==> src/rtl/btb_pkg.sv <==
package btb_pkg;

  // Action the update decoder asks of the storage array in one cycle.
  typedef enum logic [1:0] {
    OP_NONE = 2'd0,
    OP_FILL = 2'd1,
    OP_DROP = 2'd2
  } btb_op_e;

endpackage

==> src/rtl/btb_rst_sync.sv <==
module btb_rst_sync (
  input  logic clk,
  input  logic rst_n,
  output logic rst_ns
);

  logic [1:0] stg_d;
  logic [1:0] stg_q;

  always_comb begin
    stg_d = {stg_q[0], 1'b1};
  end

  always_ff @(posedge clk or negedge rst_n) begin
    if (!rst_n) begin
      stg_q <= 2'b00;
    end else begin
      stg_q <= stg_d;
    end
  end

  assign rst_ns = stg_q[1];

endmodule

==> src/rtl/btb_addr_split.sv <==
module btb_addr_split #(
  parameter int PC_W  = 32,
  parameter int IDX_W = 6,
  parameter int TAG_W = 8
) (
  input  logic [PC_W-1:0]  pc_i,
  output logic [IDX_W-1:0] idx_o,
  output logic [TAG_W-1:0] tag_o
);

  localparam int IDX_LO = 2;
  localparam int TAG_LO = IDX_LO + IDX_W;

  assign idx_o = pc_i[TAG_LO-1:IDX_LO];
  assign tag_o = pc_i[TAG_LO+TAG_W-1:TAG_LO];

endmodule

==> src/rtl/btb_store.sv <==
module btb_store
  import btb_pkg::*;
#(
  parameter int PC_W  = 32,
  parameter int IDX_W = 6,
  parameter int TAG_W = 8,
  parameter int ST_W  = 2
) (
  input  logic             clk,
  input  logic             rst_n,
  input  btb_op_e          op_i,
  input  logic [IDX_W-1:0] wr_idx_i,
  input  logic [TAG_W-1:0] wr_tag_i,
  input  logic [PC_W-1:0]  wr_tgt_i,
  input  logic [ST_W-1:0]  wr_st_i,
  input  logic [IDX_W-1:0] lk_idx_i,
  output logic             lk_vld_o,
  output logic [TAG_W-1:0] lk_tag_o,
  output logic [PC_W-1:0]  lk_tgt_o,
  output logic [ST_W-1:0]  lk_st_o,
  output logic             up_vld_o,
  output logic [TAG_W-1:0] up_tag_o
);

  localparam int ENTRIES = 1 << IDX_W;

  logic [ENTRIES-1:0] vld_q;
  logic [TAG_W-1:0]   tag_a [ENTRIES];
  logic [PC_W-1:0]    tgt_a [ENTRIES];
  logic [ST_W-1:0]    st_a  [ENTRIES];

  for (genvar e = 0; e < ENTRIES; e++) begin : g_slot
    logic             sel;
    logic             fill_en;
    logic             drop_en;
    logic             v_d;
    logic             v_q;
    logic [TAG_W-1:0] t_q;
    logic [PC_W-1:0]  g_q;
    logic [ST_W-1:0]  s_q;

    assign sel     = (wr_idx_i == IDX_W'(e));
    assign fill_en = sel && (op_i == OP_FILL);
    assign drop_en = sel && (op_i == OP_DROP);

    always_comb begin
      v_d = v_q;
      if (fill_en) begin
        v_d = 1'b1;
      end else if (drop_en) begin
        v_d = 1'b0;
      end
    end

    always_ff @(posedge clk or negedge rst_n) begin
      if (!rst_n) begin
        v_q <= 1'b0;
      end else begin
        v_q <= v_d;
      end
    end

    // Payload flops carry no reset: the valid flag guards them.
    always_ff @(posedge clk) begin
      if (fill_en) begin
        t_q <= wr_tag_i;
        g_q <= wr_tgt_i;
        s_q <= wr_st_i;
      end
    end

    assign vld_q[e] = v_q;
    assign tag_a[e] = t_q;
    assign tgt_a[e] = g_q;
    assign st_a[e]  = s_q;
  end

  assign lk_vld_o = vld_q[lk_idx_i];
  assign lk_tag_o = tag_a[lk_idx_i];
  assign lk_tgt_o = tgt_a[lk_idx_i];
  assign lk_st_o  = st_a[lk_idx_i];
  assign up_vld_o = vld_q[wr_idx_i];
  assign up_tag_o = tag_a[wr_idx_i];

  assert_fill_sets_valid_R5: assert property (
    @(posedge clk) disable iff (!rst_n)
    (op_i == OP_FILL) |=> vld_q[$past(wr_idx_i)]
  );

  assert_drop_clears_valid_R6: assert property (
    @(posedge clk) disable iff (!rst_n)
    (op_i == OP_DROP) |=> !vld_q[$past(wr_idx_i)]
  );

  assert_drop_only_valid_R7: assert property (
    @(posedge clk) disable iff (!rst_n)
    (op_i == OP_DROP) |-> up_vld_o
  );

  assert_idle_holds_R11: assert property (
    @(posedge clk) disable iff (!rst_n)
    (op_i == OP_NONE) |=> (vld_q == $past(vld_q))
  );

endmodule

==> src/rtl/btb_lookup.sv <==
module btb_lookup #(
  parameter int PC_W  = 32,
  parameter int TAG_W = 8,
  parameter int ST_W  = 2
) (
  input  logic [PC_W-1:0]  pc_i,
  input  logic [TAG_W-1:0] pc_tag_i,
  input  logic             ent_vld_i,
  input  logic [TAG_W-1:0] ent_tag_i,
  input  logic [PC_W-1:0]  ent_tgt_i,
  input  logic [ST_W-1:0]  ent_st_i,
  output logic             hit_o,
  output logic [PC_W-1:0]  next_pc_o,
  output logic [ST_W-1:0]  st_o
);

  localparam logic [PC_W-1:0] STEP = PC_W'(4);

  logic [PC_W-1:0] seq_pc;

  assign seq_pc = pc_i + STEP;

  always_comb begin
    hit_o     = ent_vld_i && (ent_tag_i == pc_tag_i);
    next_pc_o = seq_pc;
    st_o      = '0;
    if (hit_o) begin
      next_pc_o = ent_tgt_i;
      st_o      = ent_st_i;
    end
  end

endmodule

==> src/rtl/btb_predictor.sv <==
module btb_predictor
  import btb_pkg::*;
#(
  parameter int PC_W  = 32,
  parameter int IDX_W = 6,
  parameter int TAG_W = 8,
  parameter int ST_W  = 2
) (
  input  logic            clk,
  input  logic            rst_n,
  input  logic [PC_W-1:0] fetch_pc,
  output logic            pred_hit,
  output logic [PC_W-1:0] pred_next_pc,
  output logic [ST_W-1:0] pred_state,
  input  logic            upd_valid,
  input  logic [PC_W-1:0] upd_pc,
  input  logic            upd_taken,
  input  logic [PC_W-1:0] upd_target,
  input  logic [ST_W-1:0] upd_state
);

  logic             rst_ns;
  logic [IDX_W-1:0] lk_idx;
  logic [TAG_W-1:0] lk_tag;
  logic [IDX_W-1:0] up_idx;
  logic [TAG_W-1:0] up_tag;
  logic             ent_vld;
  logic [TAG_W-1:0] ent_tag;
  logic [PC_W-1:0]  ent_tgt;
  logic [ST_W-1:0]  ent_st;
  logic             up_ent_vld;
  logic [TAG_W-1:0] up_ent_tag;
  btb_op_e          op;

  btb_rst_sync u_rst (
    .clk    (clk),
    .rst_n  (rst_n),
    .rst_ns (rst_ns)
  );

  btb_addr_split #(.PC_W(PC_W), .IDX_W(IDX_W), .TAG_W(TAG_W)) u_split_lk (
    .pc_i  (fetch_pc),
    .idx_o (lk_idx),
    .tag_o (lk_tag)
  );

  btb_addr_split #(.PC_W(PC_W), .IDX_W(IDX_W), .TAG_W(TAG_W)) u_split_up (
    .pc_i  (upd_pc),
    .idx_o (up_idx),
    .tag_o (up_tag)
  );

  // Taken branches claim their slot; a not-taken branch removes only its own entry.
  always_comb begin
    op = OP_NONE;
    if (upd_valid) begin
      if (upd_taken) begin
        op = OP_FILL;
      end else if (up_ent_vld && (up_ent_tag == up_tag)) begin
        op = OP_DROP;
      end
    end
  end

  btb_store #(.PC_W(PC_W), .IDX_W(IDX_W), .TAG_W(TAG_W), .ST_W(ST_W)) u_store (
    .clk      (clk),
    .rst_n    (rst_ns),
    .op_i     (op),
    .wr_idx_i (up_idx),
    .wr_tag_i (up_tag),
    .wr_tgt_i (upd_target),
    .wr_st_i  (upd_state),
    .lk_idx_i (lk_idx),
    .lk_vld_o (ent_vld),
    .lk_tag_o (ent_tag),
    .lk_tgt_o (ent_tgt),
    .lk_st_o  (ent_st),
    .up_vld_o (up_ent_vld),
    .up_tag_o (up_ent_tag)
  );

  btb_lookup #(.PC_W(PC_W), .TAG_W(TAG_W), .ST_W(ST_W)) u_lookup (
    .pc_i      (fetch_pc),
    .pc_tag_i  (lk_tag),
    .ent_vld_i (ent_vld),
    .ent_tag_i (ent_tag),
    .ent_tgt_i (ent_tgt),
    .ent_st_i  (ent_st),
    .hit_o     (pred_hit),
    .next_pc_o (pred_next_pc),
    .st_o      (pred_state)
  );

  assert_miss_falls_through_R4: assert property (
    @(posedge clk) disable iff (!rst_ns)
    !pred_hit |-> (pred_next_pc == fetch_pc + PC_W'(4))
  );

  assert_miss_state_zero_R4: assert property (
    @(posedge clk) disable iff (!rst_ns)
    !pred_hit |-> (pred_state == '0)
  );

  assert_not_taken_never_fills_R7: assert property (
    @(posedge clk) disable iff (!rst_ns)
    (upd_valid && !upd_taken) |-> (op != OP_FILL)
  );

endmodule

==> config.mk <==
export PLATFORM = sky130hd
export DESIGN_NAME = btb_predictor
export DESIGN_NICKNAME = d
export VERILOG_FILES = /design/src/rtl/btb_pkg.sv /design/src/rtl/btb_rst_sync.sv /design/src/rtl/btb_addr_split.sv /design/src/rtl/btb_store.sv /design/src/rtl/btb_lookup.sv /design/src/rtl/btb_predictor.sv
export SDC_FILE = /design/constraint.sdc
export NUM_CORES = 2
export LEC_CHECK = 0
export BUFFER_PORTS_ARGS = -buffer_cell sky130_fd_sc_hd__buf_2
export CAP_MARGIN = 20
export CORE_MARGIN = 4
export CORE_UTILIZATION = 25
export CTS_CLUSTER_DIAMETER = 80
export CTS_CLUSTER_SIZE = 12
export DETAILED_ROUTE_END_ITERATION = 8
export MAX_ROUTING_LAYER = met4
export PLACE_DENSITY_LB_ADDON = 0.2
export SLEW_MARGIN = 30
export SYNTH_ARGS = -nofsm -noshare
export SYNTH_HDL_FRONTEND = slang
export SYNTH_SLANG_ARGS = --single-unit
==> constraint.sdc <==
create_clock -name clk -period 6.4 [get_ports clk]
set_clock_uncertainty 0.05 [all_clocks]
set_input_delay 0.64 -clock clk [delete_from_list [all_inputs] [get_ports clk]]
set_output_delay 0.64 -clock clk [all_outputs]
set_load 0.1 [all_outputs]
==> results by group <==
Route
  – DRT Wirelength: 397,000 µm
  – Post-DR wirelength/cell: approximately 35 µm
  – Vias post-DR: around 57,000
  – Drt initial violations: roughly 6,800
  – Routed vias/inst: 5.06
  – DRT antenna net count: 0
  – Drt first pass iters: 5
  – DRC: 0

Finish
  – Share of layout cells above drive strength 1: between 30% and 40%
  – Core Util, Final: between 20 and 30%
  – Layout area overhead: 16.3%
  – Commonest cells after routing, fill and taps aside: edfxtp_1, mux4_2, clkbuf_16
  – Final std cell area, no fill: 0.130 mm²
  – Final nets: ~5,400
  – Commonest non-fill, non-tap cell in the layout: edfxtp_1

STA
  – Fin Setup TNS: 0 ns
  – Fmax achieved: roughly 170 MHz
  – Final hold slack: between 0.1 and 0.15 ns
  – Worst slew pin tran: between 1 and 1.5 ns
  – Slew headroom: between 20% and 30%
  – Max Slew Vio Count: 0
  – Endpoints failing setup: 0
  – RSZ-0062 raised after global routing: no
  – Tmin final: between 5 and 6 ns
  – Period utilization: approximately nine tenths
  – Final Hold Viols: 0

Yosys
  – Post-synth EDFFs: between 2,000 and 3,000
  – Synth unique cells: 69
  – Synth Warn #: 0
  – Ys flop type: edfxtp_1
  – Post-synthesis async set-or-reset flop share: under 10%
  – Syn_nets: 4,993
  – #FFs+latches synth: 2,754
  – Sequential share of the synthesized area: between 70% and 80%
  – Syn_area_per_cell: 22.8 µm²
  – Mapped Area: approximately 0.11 mm²
  – Synth Instances: roughly 5,000

Power and ir drop
  – Switching Fraction: ~22%
  – Gate power share: between 6 and 7%
  – P_leak: 39.6 nW
  – Clk pwr share: roughly 40%
  – Switch Pwr: ~8 mW
  – Worst VDD drop: around 0.00018 V
  – Final Power: 36.9 mW
  – Sequential share of power: between 50% and 60%
  – Cell-internal power: 28.7 mW
  – PD cells: between 200 and 300 mW/mm²

Worst setup path
  – CP most frequent cell: buf_4
  – Setup CP Type: primary input to output pin
  – Bufs and invs on worst path: 4
  – R2r startpoint: u_store.g_slot[26].t_q[0]
  – Critical path's largest stage delay: 0.77 ns
  – Critical path launch point type: primary input
  – Crit path from: fetch_pc[3]
  – Slowest-stage cell, CP: and2_1
  – WP data required: between 5 and 6 ns
  – Largest delay share family, worst path: simple AND/OR/NAND/NOR gates
  – Critical-path cell list: buf_8, and2_1, buf_4, a22oi_1, o211ai_1, o21ai_0, a31oi_1, xor2_1, nand3_1, or4_4, buf_4, mux2i_1, buf_12
  – Critical Path AT: 5.06 ns
  – Reg2Reg Depth: 10
  – Element type at the critical path end: output pin
  – Worst Path Max Fanout: between 40 and 50
  – CP Depth: 13

Global routing
  – Total grt overflow: 0
  – Number of global-route vias before repair: approximately 58,000
  – First-pass GRT wire length: between 500,000 and 600,000 µm
  – Largest net degree at the start of global routing: approximately 130
  – GR Util All Layers: 17.6%
  – Initial antenna violation count: 45

CTS
  – Post-CTS Setup Bufs: 0
  – Num Clock Sinks: between 2,000 and 3,000
  – CTS Hold Bufs: 2
  – H-tree depth: 5
  – TritonCTS clock tree: yes
  – Post-cts sizing count: 0
  – Root buf cell: clkbuf_16
  – Max Root-Sink Buffers: 4
  – Clock-pin slew on the worst setup and hold paths: 0.07 ns
  – CTS Buf Count: 270
  – Worst-Skew Late Latency: 0.90 ns

Floorplanning
  – Initial Utilization: about a quarter
  – Floorplan Core Area: approximately 0.44 mm²
  – Die Wd: approximately 680 µm
  – FP Rows: approximately 240
  – Die Y: between 600 and 700 µm
  – Die area: ~0.46 mm²
  – Boundary pin count: between 100 and 150

Run
  – MaxCap Viol Count: 0

Worst hold path
  – Hold path start: upd_pc[8]
  – HP Class: primary input to register
  – WHS Path Cells: 1

Placement
  – # port buffers: roughly 120
  – HPWL after DPL: roughly 220,000 µm
  – Placer Congestion: about 0.82
  – Dpl cell area: 0.122 mm²

Status
  – Outcome: finished clean
power groups by stage:
stage | logic [mW] | clock network (mW) | registers (mW)
3_3_place_gp | 2.39 | 0 | 20.3
3_5_place_dp | 2.41 | 0 | 20.3
4_1_cts | 2.42 | 15.0 | 19.9
2_1_floorplan | 1.34 | 0 | 20.3
5_1_grt | 2.51 | 15.7 | 19.9
6_report | 2.39 | 14.6 | 19.9
final timing paths:
kind	to	slack (ns)
setup / recovery	pred_next_pc[2]	0.65
hold / removal	u_store.g_slot[37].t_q[0]	0.12
setup reg to reg	u_store.g_slot[40].v_q	2.62
hold reg to reg	u_rst.stg_q[1]	0.30
max in group asynchronous	u_store.g_slot[33].v_q	5.46
min in group asynchronous	u_store.g_slot[62].v_q	0.31
per-stage QoR:
step	cells	setup WS, ns
2_1_floorplan	4890	0.992
3_3_place_gp	10900	0.580
3_5_place_dp	10900	0.638
4_1_cts	11200	0.628
5_1_grt	11200	0.558
6_report	11200	0.652
area by class of cell:
class,instances,area [µm²]
sequential,2754,82400
tap,5904,7390
multi-input combinational,1793,27900
clock buffer,308,7190
fill,42800,313000
clock inverter,17,210
antenna,20,50.0
timing repair buffer,389,4250
inverter,59,229
sequential cells by signal, indices dropped and copies added (netlist names):
signal / count
u_store.g_slot.g_q: 2048
u_store.g_slot.t_q: 512
u_store.g_slot.s_q: 128
u_store.g_slot.v_q: 64
u_rst.stg_q: 2
logic make-up after synthesis:
kind of cell | count (synthesis) | synth area share, %
AOI/OAI and AO/OA | 282 | 1.60
xor gates and xnor gates | 42 | 0.330
adders and majority gates | 1 | 0.0112
buffers and inverters | 343 | 1.49
DFF | 2754 | 73.9
muxes | 1121 | 21.2
other | 1 | 0.00336
and+or+nand+nor | 346 | 1.48
cells in the mapped netlist, drive strengths merged (3+ instances only):
master	number	area, µm²
nor3	6	30.0
nand4	15	93.8
a31oi	13	81.3
mux2i	101	1010
a211oi	5	37.5
a21oi	82	410
nor2	137	514
a22oi	46	345
edfxtp	2688	80700
o21ai	60	300
nand2	76	285
clkbuf	130	488
or3b	3	26.3
dfrtp	66	1650
a311oi	6	52.6
o221ai	5	43.8
buf	154	951
a2111oi	5	43.8
nor4	6	52.6
nand3	30	150
xor2	15	131
mux4	979	22000
a41oi	3	26.3
xnor2	27	236
nand4b	3	26.3
mux2	41	559
and3	9	56.3
nand3b	3	22.5
o31ai	4	30.0
o211ai	5	37.5
o22ai	22	138
and2	10	62.6
nor2b	25	156
nand2b	7	43.8
a22o	5	43.8
inv	58	218
and4	5	43.8
or4	3	22.5
a221oi	4	41.3
per-layer routing:
layer  track usage [%]  share of wire, %
met1              24.3                44
met2              27.0                46
met3              2.56               6.2
met4              4.73               3.1
met5                 -                 0
No activity file was read; power rests on OpenSTA's default activity.
